==> config.mk <==
export PLATFORM = sky130hd
export DESIGN_NAME = idxwin_top
export DESIGN_NICKNAME = d
export VERILOG_FILES = /design/src/rtl/idxwin_pkg.sv /design/src/rtl/idxwin_access_class.sv /design/src/rtl/idxwin_index_reg.sv /design/src/rtl/idxwin_decoder.sv /design/src/rtl/idxwin_bank_route.sv /design/src/rtl/idxwin_top.sv
export SDC_FILE = /design/constraint.sdc
export NUM_CORES = 1
export LEC_CHECK = 0
export BUFFER_PORTS_ARGS = -buffer_cell sky130_fd_sc_hd__buf_2
export CAP_MARGIN = 20
export CORE_MARGIN = 8
export CORE_UTILIZATION = 38
export CTS_BUF_LIST = sky130_fd_sc_hd__clkbuf_8
export CTS_CLUSTER_DIAMETER = 200
export DETAILED_ROUTE_END_ITERATION = 12
export GPL_ROUTABILITY_DRIVEN = 0
export GPL_TIMING_DRIVEN = 0
export PLACE_DENSITY = 0.8
export SYNTH_ARGS = -nofsm -noshare
export SYNTH_HDL_FRONTEND = slang
export SYNTH_SLANG_ARGS = --single-unit
==> constraint.sdc <==
create_clock -name clk -period 6.87 [get_ports clk]
set_clock_uncertainty 0.15 [all_clocks]
set_input_delay 0 -clock clk [delete_from_list [all_inputs] [get_ports clk]]
set_output_delay 0 -clock clk [all_outputs]
set_load 0.1 [all_outputs]
==> src/rtl/idxwin_pkg.sv <==
package idxwin_pkg;

    localparam int WORD_W = 32;
    localparam int OFF_W  = 8;
    localparam int PNUM_W = 8;
    localparam int WADDR_W = 3;

    localparam logic [WADDR_W-1:0] WIN_OFF_INDEX = 3'd0;
    localparam logic [WADDR_W-1:0] WIN_OFF_DATA  = 3'd4;

    typedef enum logic [1:0] {
        BANK_NONE   = 2'd0,
        BANK_GLOBAL = 2'd1,
        BANK_PORT   = 2'd2
    } bank_e;

    typedef struct packed {
        bank_e             bank;
        logic [PNUM_W-1:0] pnum;
        logic [OFF_W-1:0]  off;
    } bank_sel_t;

    typedef struct packed {
        logic idx_rd;
        logic idx_wr;
        logic dat_rd;
        logic dat_wr;
    } acc_kind_t;

    // Global registers that exist in the bank
    function automatic logic glb_present(input logic [OFF_W-1:0] off);
        case (off)
            8'h00, 8'h04, 8'h08, 8'h0C, 8'h10: glb_present = 1'b1;
            default:                           glb_present = 1'b0;
        endcase
    endfunction

    // Per-port registers that exist in each port bank
    function automatic logic port_present(input logic [OFF_W-1:0] off);
        case (off)
            8'h00, 8'h04, 8'h08, 8'h0C,
            8'h10, 8'h14, 8'h18,
            8'h20, 8'h24, 8'h28, 8'h2C,
            8'h30, 8'h34, 8'h38:           port_present = 1'b1;
            default:                       port_present = 1'b0;
        endcase
    endfunction

endpackage

==> src/rtl/idxwin_access_class.sv <==
module idxwin_access_class
    import idxwin_pkg::*;
(
    input  logic               valid,
    input  logic               write,
    input  logic [WADDR_W-1:0] addr,
    output acc_kind_t          kind
);
    logic hit_idx;
    logic hit_dat;

    always_comb begin
        hit_idx     = valid && (addr == WIN_OFF_INDEX);
        hit_dat     = valid && (addr == WIN_OFF_DATA);
        kind.idx_rd = hit_idx && !write;
        kind.idx_wr = hit_idx && write;
        kind.dat_rd = hit_dat && !write;
        kind.dat_wr = hit_dat && write;
    end
endmodule

==> src/rtl/idxwin_index_reg.sv <==
module idxwin_index_reg
    import idxwin_pkg::*;
(
    input  logic              clk,
    input  logic              rst,
    input  logic              load,
    input  logic [WORD_W-1:0] din,
    output logic [WORD_W-1:0] q
);
    always_ff @(posedge clk) begin
        if (rst) begin
            q <= '0;
        end else if (load) begin
            q <= din;
        end
    end
endmodule

==> src/rtl/idxwin_decoder.sv <==
module idxwin_decoder
    import idxwin_pkg::*;
#(
    parameter int          NUM_PORTS    = 4,
    parameter logic [31:0] GLB_SPAN     = 32'h100,
    parameter int          STRIDE_LG2   = 7
) (
    input  logic [WORD_W-1:0] idx,
    output bank_sel_t         sel
);
    localparam logic [WORD_W-1:0] PORT_MASK = WORD_W'((64'd1 << STRIDE_LG2) - 64'd1);
    localparam logic [WORD_W-1:0] PORT_LIM  = WORD_W'(NUM_PORTS);

    logic [WORD_W-1:0] rel;
    logic [WORD_W-1:0] pnum_full;
    logic [WORD_W-1:0] poff_full;
    logic              aligned;

    always_comb begin
        rel       = idx - GLB_SPAN;
        pnum_full = rel >> STRIDE_LG2;
        poff_full = rel & PORT_MASK;
        aligned   = (idx[1:0] == 2'b00);
        sel       = '{bank: BANK_NONE, pnum: '0, off: '0};
        if (aligned) begin
            if (idx < GLB_SPAN) begin
                if (glb_present(idx[OFF_W-1:0])) begin
                    sel.bank = BANK_GLOBAL;
                    sel.off  = idx[OFF_W-1:0];
                end
            end else if (pnum_full < PORT_LIM) begin
                if (port_present(poff_full[OFF_W-1:0])) begin
                    sel.bank = BANK_PORT;
                    sel.pnum = pnum_full[PNUM_W-1:0];
                    sel.off  = poff_full[OFF_W-1:0];
                end
            end
        end
    end
endmodule

==> src/rtl/idxwin_bank_route.sv <==
module idxwin_bank_route
    import idxwin_pkg::*;
#(
    parameter int NUM_PORTS = 4
) (
    input  logic                        dat_rd,
    input  logic                        dat_wr,
    input  bank_sel_t                   sel,
    input  logic [WORD_W-1:0]           glb_rdata,
    input  logic [NUM_PORTS*WORD_W-1:0] port_rdata,
    output logic                        glb_rd,
    output logic                        glb_wr,
    output logic [NUM_PORTS-1:0]        port_rd,
    output logic [NUM_PORTS-1:0]        port_wr,
    output logic [OFF_W-1:0]            tgt_off,
    output logic [WORD_W-1:0]           bank_rdata
);
    logic                 to_glb;
    logic [NUM_PORTS-1:0] to_port;
    logic [WORD_W-1:0]    port_mux [NUM_PORTS+1];

    assign to_glb  = (sel.bank == BANK_GLOBAL);
    assign glb_rd  = dat_rd && to_glb;
    assign glb_wr  = dat_wr && to_glb;
    assign tgt_off = sel.off;

    assign port_mux[0] = '0;

    for (genvar p = 0; p < NUM_PORTS; p++) begin : g_port
        assign to_port[p]    = (sel.bank == BANK_PORT) && (sel.pnum == PNUM_W'(p));
        assign port_rd[p]    = dat_rd && to_port[p];
        assign port_wr[p]    = dat_wr && to_port[p];
        assign port_mux[p+1] = port_mux[p]
                             | (to_port[p] ? port_rdata[p*WORD_W +: WORD_W] : '0);
    end

    always_comb begin
        bank_rdata = '0;
        if (dat_rd) begin
            if (to_glb) begin
                bank_rdata = glb_rdata;
            end else begin
                bank_rdata = port_mux[NUM_PORTS];
            end
        end
    end
endmodule

==> src/rtl/idxwin_top.sv <==
module idxwin_top
    import idxwin_pkg::*;
#(
    parameter int          NUM_PORTS  = 4,
    parameter logic [31:0] GLB_SPAN   = 32'h100,
    parameter int          STRIDE_LG2 = 7
) (
    input  logic                        clk,
    input  logic                        rst,
    input  logic                        win_valid,
    input  logic                        win_write,
    input  logic [2:0]                  win_addr,
    input  logic [31:0]                 win_wdata,
    output logic [31:0]                 win_rdata,
    output logic                        glb_rd,
    output logic                        glb_wr,
    output logic [NUM_PORTS-1:0]        port_rd,
    output logic [NUM_PORTS-1:0]        port_wr,
    output logic [7:0]                  tgt_off,
    output logic [31:0]                 tgt_wdata,
    input  logic [31:0]                 glb_rdata,
    input  logic [NUM_PORTS*32-1:0]     port_rdata
);
    acc_kind_t         kind;
    logic [WORD_W-1:0] idx_q;
    bank_sel_t         sel;
    logic [WORD_W-1:0] bank_rdata;

    idxwin_access_class u_class (
        .valid (win_valid),
        .write (win_write),
        .addr  (win_addr),
        .kind  (kind)
    );

    idxwin_index_reg u_index (
        .clk  (clk),
        .rst  (rst),
        .load (kind.idx_wr),
        .din  (win_wdata),
        .q    (idx_q)
    );

    idxwin_decoder #(
        .NUM_PORTS  (NUM_PORTS),
        .GLB_SPAN   (GLB_SPAN),
        .STRIDE_LG2 (STRIDE_LG2)
    ) u_dec (
        .idx (idx_q),
        .sel (sel)
    );

    idxwin_bank_route #(
        .NUM_PORTS (NUM_PORTS)
    ) u_route (
        .dat_rd     (kind.dat_rd),
        .dat_wr     (kind.dat_wr),
        .sel        (sel),
        .glb_rdata  (glb_rdata),
        .port_rdata (port_rdata),
        .glb_rd     (glb_rd),
        .glb_wr     (glb_wr),
        .port_rd    (port_rd),
        .port_wr    (port_wr),
        .tgt_off    (tgt_off),
        .bank_rdata (bank_rdata)
    );

    assign tgt_wdata = win_wdata;

    always_comb begin
        if (kind.idx_rd) begin
            win_rdata = idx_q;
        end else if (kind.dat_rd) begin
            win_rdata = bank_rdata;
        end else begin
            win_rdata = '0;
        end
    end
endmodule

==> results of run 1 <==
worst paths after layout:
kind                                    from             to  slack (ps)  cells past startpoint
worst max-delay path            u_index.q[8]   win_rdata[3]        1800                     13
worst max register to register  u_index.q[8]   u_index.q[8]        4720                      4
worst min-delay path               win_write  u_index.q[22]          50                      4
worst min register to register  u_index.q[0]   u_index.q[0]         340                      2
metal layers:
layer  up-vias  GRT usage (%)
met1      2226           29.2
met4         2           11.0
met3        45           10.1
met5         -              0
li1       2287              -
met2       300           50.1
power groups by stage:
stage	Clock (mW)	Combinational (mW)	Sequential [mW]
2_1_floorplan	0	0.170	0.194
3_3_place_gp	0	0.253	0.195
3_5_place_dp	0	0.257	0.195
4_1_cts	0.156	0.272	0.191
5_1_grt	0.164	0.289	0.191
6_report	0.156	0.275	0.191
per-stage QoR:
| step | total power [mW] | utilization, % |
|---|---|---|
| floorplan | 0.364 | - |
| global placement | 0.448 | 57.9 |
| detailed placement | 0.452 | 57.9 |
| CTS | 0.619 | 63.0 |
| global route | 0.644 | 63.0 |
| finish | 0.622 | 63.0 |
cells in the final DEF (no fill, tap or decap), types with 2 or more instances in the layout:
cell type      netlist  routed
a21oi_1             33      33
a221oi_1            32      32
a22oi_1             31      31
and2_1               3       3
buf_1                7       7
buf_2                5     281
buf_4               36      36
clkbuf_1            28      28
clkbuf_8             0       6
clkinv_2             0       2
conb_1               1       4
dfxtp_1             32      32
dlygate4sd3_1        0      33
inv_1                2       2
mux2i_1             32      32
nand2_1             72      72
nand3_1              3       3
nand3b_1             4       4
nand4_1              3       3
nand4b_1             3       3
nor2_1              48      48
nor2b_1              5       5
nor3_1               3       3
nor3_2               5       5
nor4_2               2       2
o21ai_0              3       3
o31a_1               3       3
o31ai_1             32      32
or3_4                3       3
or4_1                5       5
xnor2_1              3       3
xor2_1               2       2
cell families after synthesis:
logic type	Yosys count	share of synthesized area (%)
other cells	1	0.115
xor+xnor	5	1.35
flops	32	19.7
compound gates	139	30.6
mux	32	9.84
fa+ha+maj	1	0.384
buf+inv	78	13.3
simple gates	165	24.6
final cells by class:
cell class                 instances  area [um^2]  share of cell area (%)
clock buffer                       6         82.6                    1.59
multi-input combinational        346         2190                    42.1
timing repair buffer             309         1710                    32.9
inverter                           2         7.51                   0.144
sequential                        32          641                    12.3
clock inverter                     2         10.0                   0.192
buffer                            76          427                    8.20
tap                              105          131                    2.52
antenna                            1         2.50                  0.0481
worst max-delay path, cell delays in order, from the launching register on:
cell,delay (ps)
dfxtp_1,440
buf_1,550
buf_1,630
inv_1,260
ha_1,320
nor3b_1,190
nand3b_1,120
xnor2_1,60
or4_1,380
or4_1,410
buf_2,200
buf_2,190
o31ai_1,350
buf_2,500
==> impl_results.md, run 1 <==
* Pre-CTS setup slack at 2120 ps
* Met3 WL at 1950 um
* Layout area overhead at 59.9%
* WL final at around 18000 um
* Congestion Overflow GR at 0
* Sw frac at about two fifths
* VDD IR-drop max at ~130 uV
* Leak Pwr at 2.39 nW
* Die span in y at ~110 um
* Drt wl/cell at 20.1 um
* Layout Nets at around 970
* DRC at 0
* M1 wire length at 6440 um
* Net switching power at between 0.2 and 0.3 mW
* P per Cell Area at between 100 and 150 nW/um^2
* Largest area contributor in the netlist: dfxtp_1
* Synth top area share at between 15 and 20%
* Clock transition at path regs at about 80 ps
* Clock root buffer: clkbuf_8
* Post-Syn Area per Cell at ~7.2 um^2
* EDFF count, synth at 0
* Placed inst area at about 4800 um^2
* Maximum number of pins on one net before global-route repair at 11
* Gr usage total at about 28%
* Vias per cell at approximately 5.5
* Max Buffers Root-to-Sink at 2
* Final instance area at 5200 um^2
* Worst min path class: in2reg
* Register area share after synthesis at about a fifth
* Status: finished clean
* Crit. End Element: primary output
* Startpoint types: register
* Dpl hpwl at around 15000 um
* Largest register by flop count: u_index.q
* Final period utilization at about three quarters
* Crit path max fanout at 10
* Ys Warns at 0
* Die extent in x at about 110 um
* Top post-synthesis cells by count: 72 x nand2_1, 48 x nor2_1, 36 x buf_4
* First-pass GRT wire length at roughly 26000 um
* Initial core utilization at between 30% and 40%
* Mapped cell area at between 3000 and 4000 um^2
* H-tree levels at 2
* Fin Hold WS at 48.2 ps
* Max Clock Freq at 197 MHz
* Combinational power share at about 44%
* Fin cells at just under 900
* Synth Flop Type: dfxtp_1
* Hold_buf cts at 33
* Max_slew headroom at between 40% and 50%
* DR iter-0 viols at about 370
* Share of post-route cells with drive strength above 1 at a little over two fifths
* Max FFs per register at 32
* Minimum clock period at 5070 ps
* Clk sinks at 32
* Number of CTS-inserted buffers at 5
* Post-CTS Setup Inserts at 0
* Endpoints failing setup at 0
* Clock share of power at 25.1%
* Post-synthesis register bit count at 32
* Max Slew Vio Count at 0
* Layout filler cell count at about 730
* DRT Pass-1 Iters at 6
* Core area at about 8300 um^2
* Setup ws final at roughly 1800 ps
* Crit path kind: reg2out
* Pint at around 0.37 mW
* # IOs at around 280
* Largest registers: u_index.q (32)
* Seq pwr share at approximately 31%
* Number of cell rows at 33
* Met2 Wirelength at approximately 8700 um
* Port-buffer cells at 276
* Die Area at 11800 um^2
* RSZ-0062 raised after global routing: no
* Placed cell count at about 840
* Vias at a little under 5000
* Slew @ Worst Pin at between 700 and 800 ps
* Max_cap viols at 0
* CTS tree: built
* Worst Path Arrival at 4920 ps
* Library cells used by synthesis at approximately 40
* Most numerous cell in the Yosys netlist: nand2_1
* Clk_lat worst skew at around 290 ps
* Area contributors post-synth: dfxtp_1 20%, mux2i_1 9.8%, a221oi_1 8.6%, buf_4 8.3%, nand2_1 8.3%
* Final Hold Vio Count at 0
* Worst path required time at 6720 ps
* Initial antenna violation count at 2
* Post-Route Setup TNS at 0 ps
* Antenna viol nets, final at 0
* PostCTS Resize Cnt at 0
* Asr flop ratio synth at 0%
* Mapped Cells at about 450
* Vias in the first global route at roughly 5000
* Max Used Layer: met5
Power figures use the tool's default switching activity.
==> run 2: changes to the inputs <==
--- a/config.mk
+++ b/config.mk
@@ -5,6 +5,7 @@
 export SDC_FILE = /design/constraint.sdc
 export NUM_CORES = 1
 export LEC_CHECK = 0
+export ABC_AREA = 1
 export BUFFER_PORTS_ARGS = -buffer_cell sky130_fd_sc_hd__buf_2
 export CAP_MARGIN = 20
 export CORE_MARGIN = 8
@@ -14,7 +15,7 @@
 export DETAILED_ROUTE_END_ITERATION = 12
 export GPL_ROUTABILITY_DRIVEN = 0
 export GPL_TIMING_DRIVEN = 0
-export PLACE_DENSITY = 0.8
+export PLACE_DENSITY = 0.75
 export SYNTH_ARGS = -nofsm -noshare
 export SYNTH_HDL_FRONTEND = slang
 export SYNTH_SLANG_ARGS = --single-unit
==> constraint.sdc (replaced) <==
create_clock -name clk -period 4.5 [get_ports clk]
set_clock_uncertainty 0.15 [all_clocks]
set_input_delay 0 -clock clk [delete_from_list [all_inputs] [get_ports clk]]
set_output_delay 0 -clock clk [all_outputs]
set_load 0.1 [all_outputs]
==> impl_results.md, run 2 <==
* Status: finished clean
* Most numerous cell in the Yosys netlist: nand2_1
* Drt wl/cell at 16.0 um
* Clock root buffer: clkbuf_8
* # IOs at 281
* DRC at 0
* Final instance area at ~6500 um^2
* Clk sinks at 32
* EDFF count, synth at 0
* Sw frac at a little over two fifths
* Crit path max fanout at 10
* Vias in the first global route at roughly 6200
* Vias per cell at approximately 4.9
* Worst min path class: reg2reg
* Core area at around 11000 um^2
* Layout area overhead at 45.5%
* VDD IR-drop max at around 220 uV
* First-pass GRT wire length at roughly 33000 um
* Vias at about 6500
* P per Cell Area at around 190 nW/um^2
* Layout filler cell count at between 1000 and 1500
* CTS tree: built
* Seq pwr share at between 20% and 30%
* Placed inst area at between 6000 and 7000 um^2
* Final Hold Vio Count at 0
* Gr usage total at 25.5%
* Hold Crit Depth at 2
* Combinational power share at between 50% and 60%
* Startpoint types: register
* Net switching power at ~0.54 mW
* Final period utilization at between 90% and 100%
* Multi-input combinational cell area at about 2800 um^2
* RR Endpoint: u_index.q[22]
* Worst reg-to-reg path cell count at 3
* Sequential Area at between 600 and 700 um^2
* Worst Path Arrival at 3990 ps
* Port-buffer cells at around 280
* Minimum clock period at ~4100 ps
* DR iter-0 viols at 480
* Die extent in x at between 100 and 150 um
* Largest registers: u_index.q (32)
* Largest area contributor in the netlist: nand2_1
* Mapped Cells at approximately 860
* Max Clock Freq at 242 MHz
* Antenna viol nets, final at 0
* H-tree levels at 2
* Clock transition at path regs at around 70 ps
* Commonest non-fill, non-tap cells in the layout: 287 x buf_2, 240 x nand2_1, 147 x nor2_1
* Post-Syn Area per Cell at 5.20 um^2
* RSZ-0062 raised after global routing: no
* Ys Warns at 0
* Die span in y at around 120 um
* Mapped cell area at ~4500 um^2
* Max_cap viols at 0
* Maximum number of pins on one net before global-route repair at 11
* Area contributors post-synth: nand2_1 20%, dfxtp_1 14%, nor2_1 12%, inv_1 11%, nand4_1 9.1%
* Endpoints failing setup at 0
* Number of cell rows at 39
* Crit path kind: reg2out
* Pint at approximately 0.69 mW
* Max Slew Vio Count at 0
* Asr flop ratio synth at 0%
* Number of CTS-inserted buffers at 5
* Crit path capture: win_rdata[14]
* Largest register by flop count: u_index.q
* Top post-synthesis cells by count: 240 x nand2_1, 147 x nor2_1, 128 x inv_1
* Congestion Overflow GR at 0
* Clock share of power at about 24%
* Dpl hpwl at 17200 um
* Clk_lat worst skew at ~280 ps
* Post-Route Setup TNS at 0 ps
* Synth Flop Type: dfxtp_1
* Share of post-route cells with drive strength above 1 at between 20% and 30%
* Max FFs per register at 32
* Initial core utilization at a little under 40%
* Critical Path Start: u_index.q[8]
* Die Area at ~15000 um^2
* Library cells used by synthesis at 27
* # diodes at 0
* Max_slew headroom at approximately three fifths
* Register area share after synthesis at 14.4%
* Initial antenna violation count at 0
* Max Buffers Root-to-Sink at 2
* WL final at 21100 um
* Slew @ Worst Pin at 574 ps
* Reg-to-Reg Start: u_index.q[22]
* FF-to-FF setup slack at 2900 ps
* DRT Pass-1 Iters at 5
* Layout Nets at ~1400
* Crit. End Element: primary output
* Post-synthesis register bit count at 32
* Worst path required time at around 4400 ps
* Leak Pwr at about 4.0 nW
* Commonest non-fill, non-tap cell in the layout: buf_2
* Synth top area share at around a fifth
[run 2: cell count changes in the layout (fill, tap and decap cells not counted), sizes merged, moves of 6 or more]
cell	previous run	this run
nand2	72	241
inv	2	131
nor2	49	151
nand4	3	65
nand3	3	57
a221oi	32	0
o31ai	32	0
a22oi	31	0
o21ai	4	35
a21oi	33	5
a211oi	0	26
mux2i	32	6
buf	324	340
or4	6	0
[run 2: metrics by stage]
stage | power, mW | worst slack (ps) | std cells | utilization, % | hold WS (ps)
2_1_floorplan | 0.723 | -20.6 | 862 | - | -71.5
3_3_place_gp | 0.910 | 426 | 1281 | 52.8 | 91.1
3_5_place_dp | 0.914 | 373 | 1281 | 52.8 | 92.9
4_1_cts | 1.23 | 51.0 | 1322 | 56.8 | 343
5_1_grt | 1.30 | 45.8 | 1322 | 56.9 | 364
6_report | 1.24 | 362 | 1322 | 56.9 | 345
[run 2: logic make-up after synthesis]
group,share of synthesized area (%)
and+or+nand+nor,50.8
AOI/OAI and AO/OA,8.86
other,0.0840
adders and majority gates,0.280
muxes,1.35
xor gates and xnor gates,0.981
buffers and inverters,23.3
DFF,14.4
[run 2: cell type report]
class	instances	area share, %
plain buffers	90	8.44
clock buffers	7	1.48
clock inverters	1	0.463
inverters	131	7.57
multi-input cells	609	43.1
flip-flops and latches	32	9.87
well taps	143	2.76
repair buffers	309	26.4
[run 2: timing repair]
action,CTS,global route
hold endpoints to repair,32,0
hold buffers,33,0
setup buffers,0,0
setup endpoints to repair,0,37
gates resized for setup,0,2
[run 2: worst min path at each step]
stage	startpoint	endpoint
floorplan	rst	u_index.q[21]
finish	u_index.q[6]	u_index.q[6]
global placement	rst	u_index.q[21]
global route	u_index.q[6]	u_index.q[6]
detailed placement	rst	u_index.q[21]
CTS	win_wdata[13]	u_index.q[13]
[run 2: per-layer routing]
metal	vias up	wire length [um]	GRT usage, %
met3	32	1720	5.40
met1	2819	8600	29.6
met4	0	437	7.16
met2	298	10400	45.9
met5	-	0	0
li1	3304	-	-
[run 2: worst max-delay path: stages (launching register included)]
cell and delay, ps:
dfxtp_1 310, buf_6 130, inv_2 60, buf_6 140
clkbuf_2 290, ha_1 250, nand2_1 110, nor2_1 250
nand2_1 110, nor3_1 310, nand2_1 230, clkbuf_1 280
buf_1 320, nand2_1 140, nor2_1 50, nand2_1 60
nand2_1 80, nand2_1 120, buf_2 450
[run 2: power by group through the flow]
stage               Clock [mW]  Combinational, mW  Sequential (mW)
floorplan                    0              0.423            0.300
global placement             0              0.608            0.302
detailed placement           0              0.611            0.302
CTS                      0.302              0.635            0.296
global route             0.313              0.695            0.297
finish                   0.300              0.640            0.296
==> run 3: changes to the inputs <==
--- a/config.mk
+++ b/config.mk
@@ -8,6 +8,7 @@
 export ABC_AREA = 1
 export BUFFER_PORTS_ARGS = -buffer_cell sky130_fd_sc_hd__buf_2
 export CAP_MARGIN = 20
+export CORE_ASPECT_RATIO = 1.5
 export CORE_MARGIN = 8
 export CORE_UTILIZATION = 38
 export CTS_BUF_LIST = sky130_fd_sc_hd__clkbuf_8
@@ -15,7 +16,7 @@
 export DETAILED_ROUTE_END_ITERATION = 12
 export GPL_ROUTABILITY_DRIVEN = 0
 export GPL_TIMING_DRIVEN = 0
-export PLACE_DENSITY = 0.75
+export PLACE_DENSITY = 0.73
 export SYNTH_ARGS = -nofsm -noshare
 export SYNTH_HDL_FRONTEND = slang
 export SYNTH_SLANG_ARGS = --single-unit
==> constraint.sdc (replaced) <==
create_clock -name clk -period 4.6 [get_ports clk]
set_clock_uncertainty 0.15 [all_clocks]
set_input_delay 0 -clock clk [delete_from_list [all_inputs] [get_ports clk]]
set_output_delay 0 -clock clk [all_outputs]
set_load 0.1 [all_outputs]
==> impl_results.md, run 3 (synthesis results as in run 2) <==
* Status: finished clean
* Clock root buffer: clkbuf_8
* VDD IR-drop max at between 150 and 200 uV
* Antenna viol nets, final at 0
* Final period utilization at between 80 and 90%
* Congestion Overflow GR at 0
* Gr usage total at about a quarter
* Commonest non-fill, non-tap cell in the layout: buf_2
* WL final at about 22000 um
* Post-layout util at 56.6%
* Setup ws final at 546 ps
* Clock transition at path regs at about 70 ps
* Largest registers: u_index.q (32)
* Drt wl/cell at about 16 um
* Vias per cell at roughly 4.9
* Worst min path class: in2reg
* First-pass GRT wire length at between 30000 and 40000 um
* Vias at 6543
* Slew @ Worst Pin at just over 700 ps
* Max_slew headroom at a little over half
* Die span in y at roughly 150 um
* Die Area at approximately 16000 um^2
* H-tree levels at 2
* Startpoint types: register
* Layout Nets at 1378
* Leak Pwr at roughly 4 nW
* Largest register by flop count: u_index.q
* Endpoints failing setup at 0
* Vias in the first global route at around 6300
* Final Hold Vio Count at 0
* Post-CTS Setup Inserts at 0
* Crit path max fanout at 10
* P per Cell Area at about 180 nW/um^2
* Port-buffer cells at about 280
* Die extent in x at between 100 and 150 um
* Initial core utilization at between 30 and 40%
* Crit. End Element: primary output
* Commonest non-fill, non-tap cells in the layout: 287 x buf_2, 240 x nand2_1, 147 x nor2_1
* RSZ-0062 raised after global routing: no
* Placed inst area at between 6000 and 7000 um^2
* CTS tree: built
* Final instance area at 6490 um^2
* Number of CTS-inserted buffers at 5
* Max_cap viols at 0
* Fin Hold WS at about 340 ps
* Max Clock Freq at 247 MHz
* Clk sinks at 32
* DRC at 0
* Layout area overhead at 45.4%
* Pre-CTS setup slack at 658 ps
* Crit path kind: reg2out
* Core area at 11500 um^2
* Initial antenna violation count at 3
* Share of post-route cells with drive strength above 1 at roughly 30%
* Max Buffers Root-to-Sink at 2
* Clk_lat worst skew at between 200 and 300 ps
* # IOs at about 280
* Minimum clock period at approximately 4100 ps
* Dpl hpwl at 17800 um
* DR iter-0 viols at about 300
* Post-Route Setup TNS at 0 ps
* Worst Path Arrival at slightly below 4000 ps
* Number of cell rows at 48
* Max Slew Vio Count at 0
* DRT Pass-1 Iters at 5
* Worst path required time at ~4500 ps
* Maximum number of pins on one net before global-route repair at 11
* Max FFs per register at 32
## run 3: repair_timing
item | CTS | global route
hold endpoints to repair | 32 | 0
endpoints found under the setup margin | 0 | 19
hold buffers | 33 | 0
gates resized for setup | 0 | 2
## run 3: power breakdown
group	total [mW]	switching [mW]	internal, mW
sequential	0.289	0.00666	0.283
clock	0.268	0.109	0.158
combinational	0.617	0.413	0.204
total	1.17	0.529	0.645
## run 3: critical path: stages, from the launching register on
cell	delay, ps
dfxtp_1	310
buf_6	130
inv_2	60
buf_6	140
clkbuf_2	280
ha_1	240
nand2_1	110
nor2_1	250
nand2_1	110
nor3_1	330
nand2_1	180
clkbuf_1	250
clkbuf_1	310
o21ai_0	320
inv_1	80
nand2_1	130
nand2_1	80
buf_2	290
## run 3: layout make-up
type,count,area (um^2)
Sequential cell,32,641
Inverter,131,492
Clock buffer,5,68.8
Buffer,90,548
Antenna cell,3,7.51
Multi-Input combinational cell,609,2800
Fill cell,1256,4980
Timing Repair Buffer,309,1710
Clock inverter,3,38.8
Tap cell,150,188
## run 3: metal layers
layer | global-route usage [%] | up-vias | part of all wire (%)
met5 | 0 | - | 0.056
met1 | 27.8 | 2892 | 37
met3 | 5.80 | 51 | 7.7
met2 | 49.8 | 287 | 52
li1 | - | 3311 | -
met4 | 10.8 | 2 | 3.2
## run 3: stage by stage
step / power [mW] / instances
floorplan: 0.707 / 862
global placement: 0.883 / 1288
detailed placement: 0.886 / 1288
CTS: 1.17 / 1329
global route: 1.24 / 1331
finish: 1.17 / 1332
## run 3: worst paths after layout
kind | start | endpoint | slack (ps) | depth (start not counted)
setup / recovery | u_index.q[8] | win_rdata[17] | 550 | 17
setup reg to reg | u_index.q[22] | u_index.q[22] | 3060 | 3
hold / removal | win_wdata[18] | u_index.q[18] | 340 | 4
hold reg to reg | u_index.q[6] | u_index.q[6] | 340 | 2
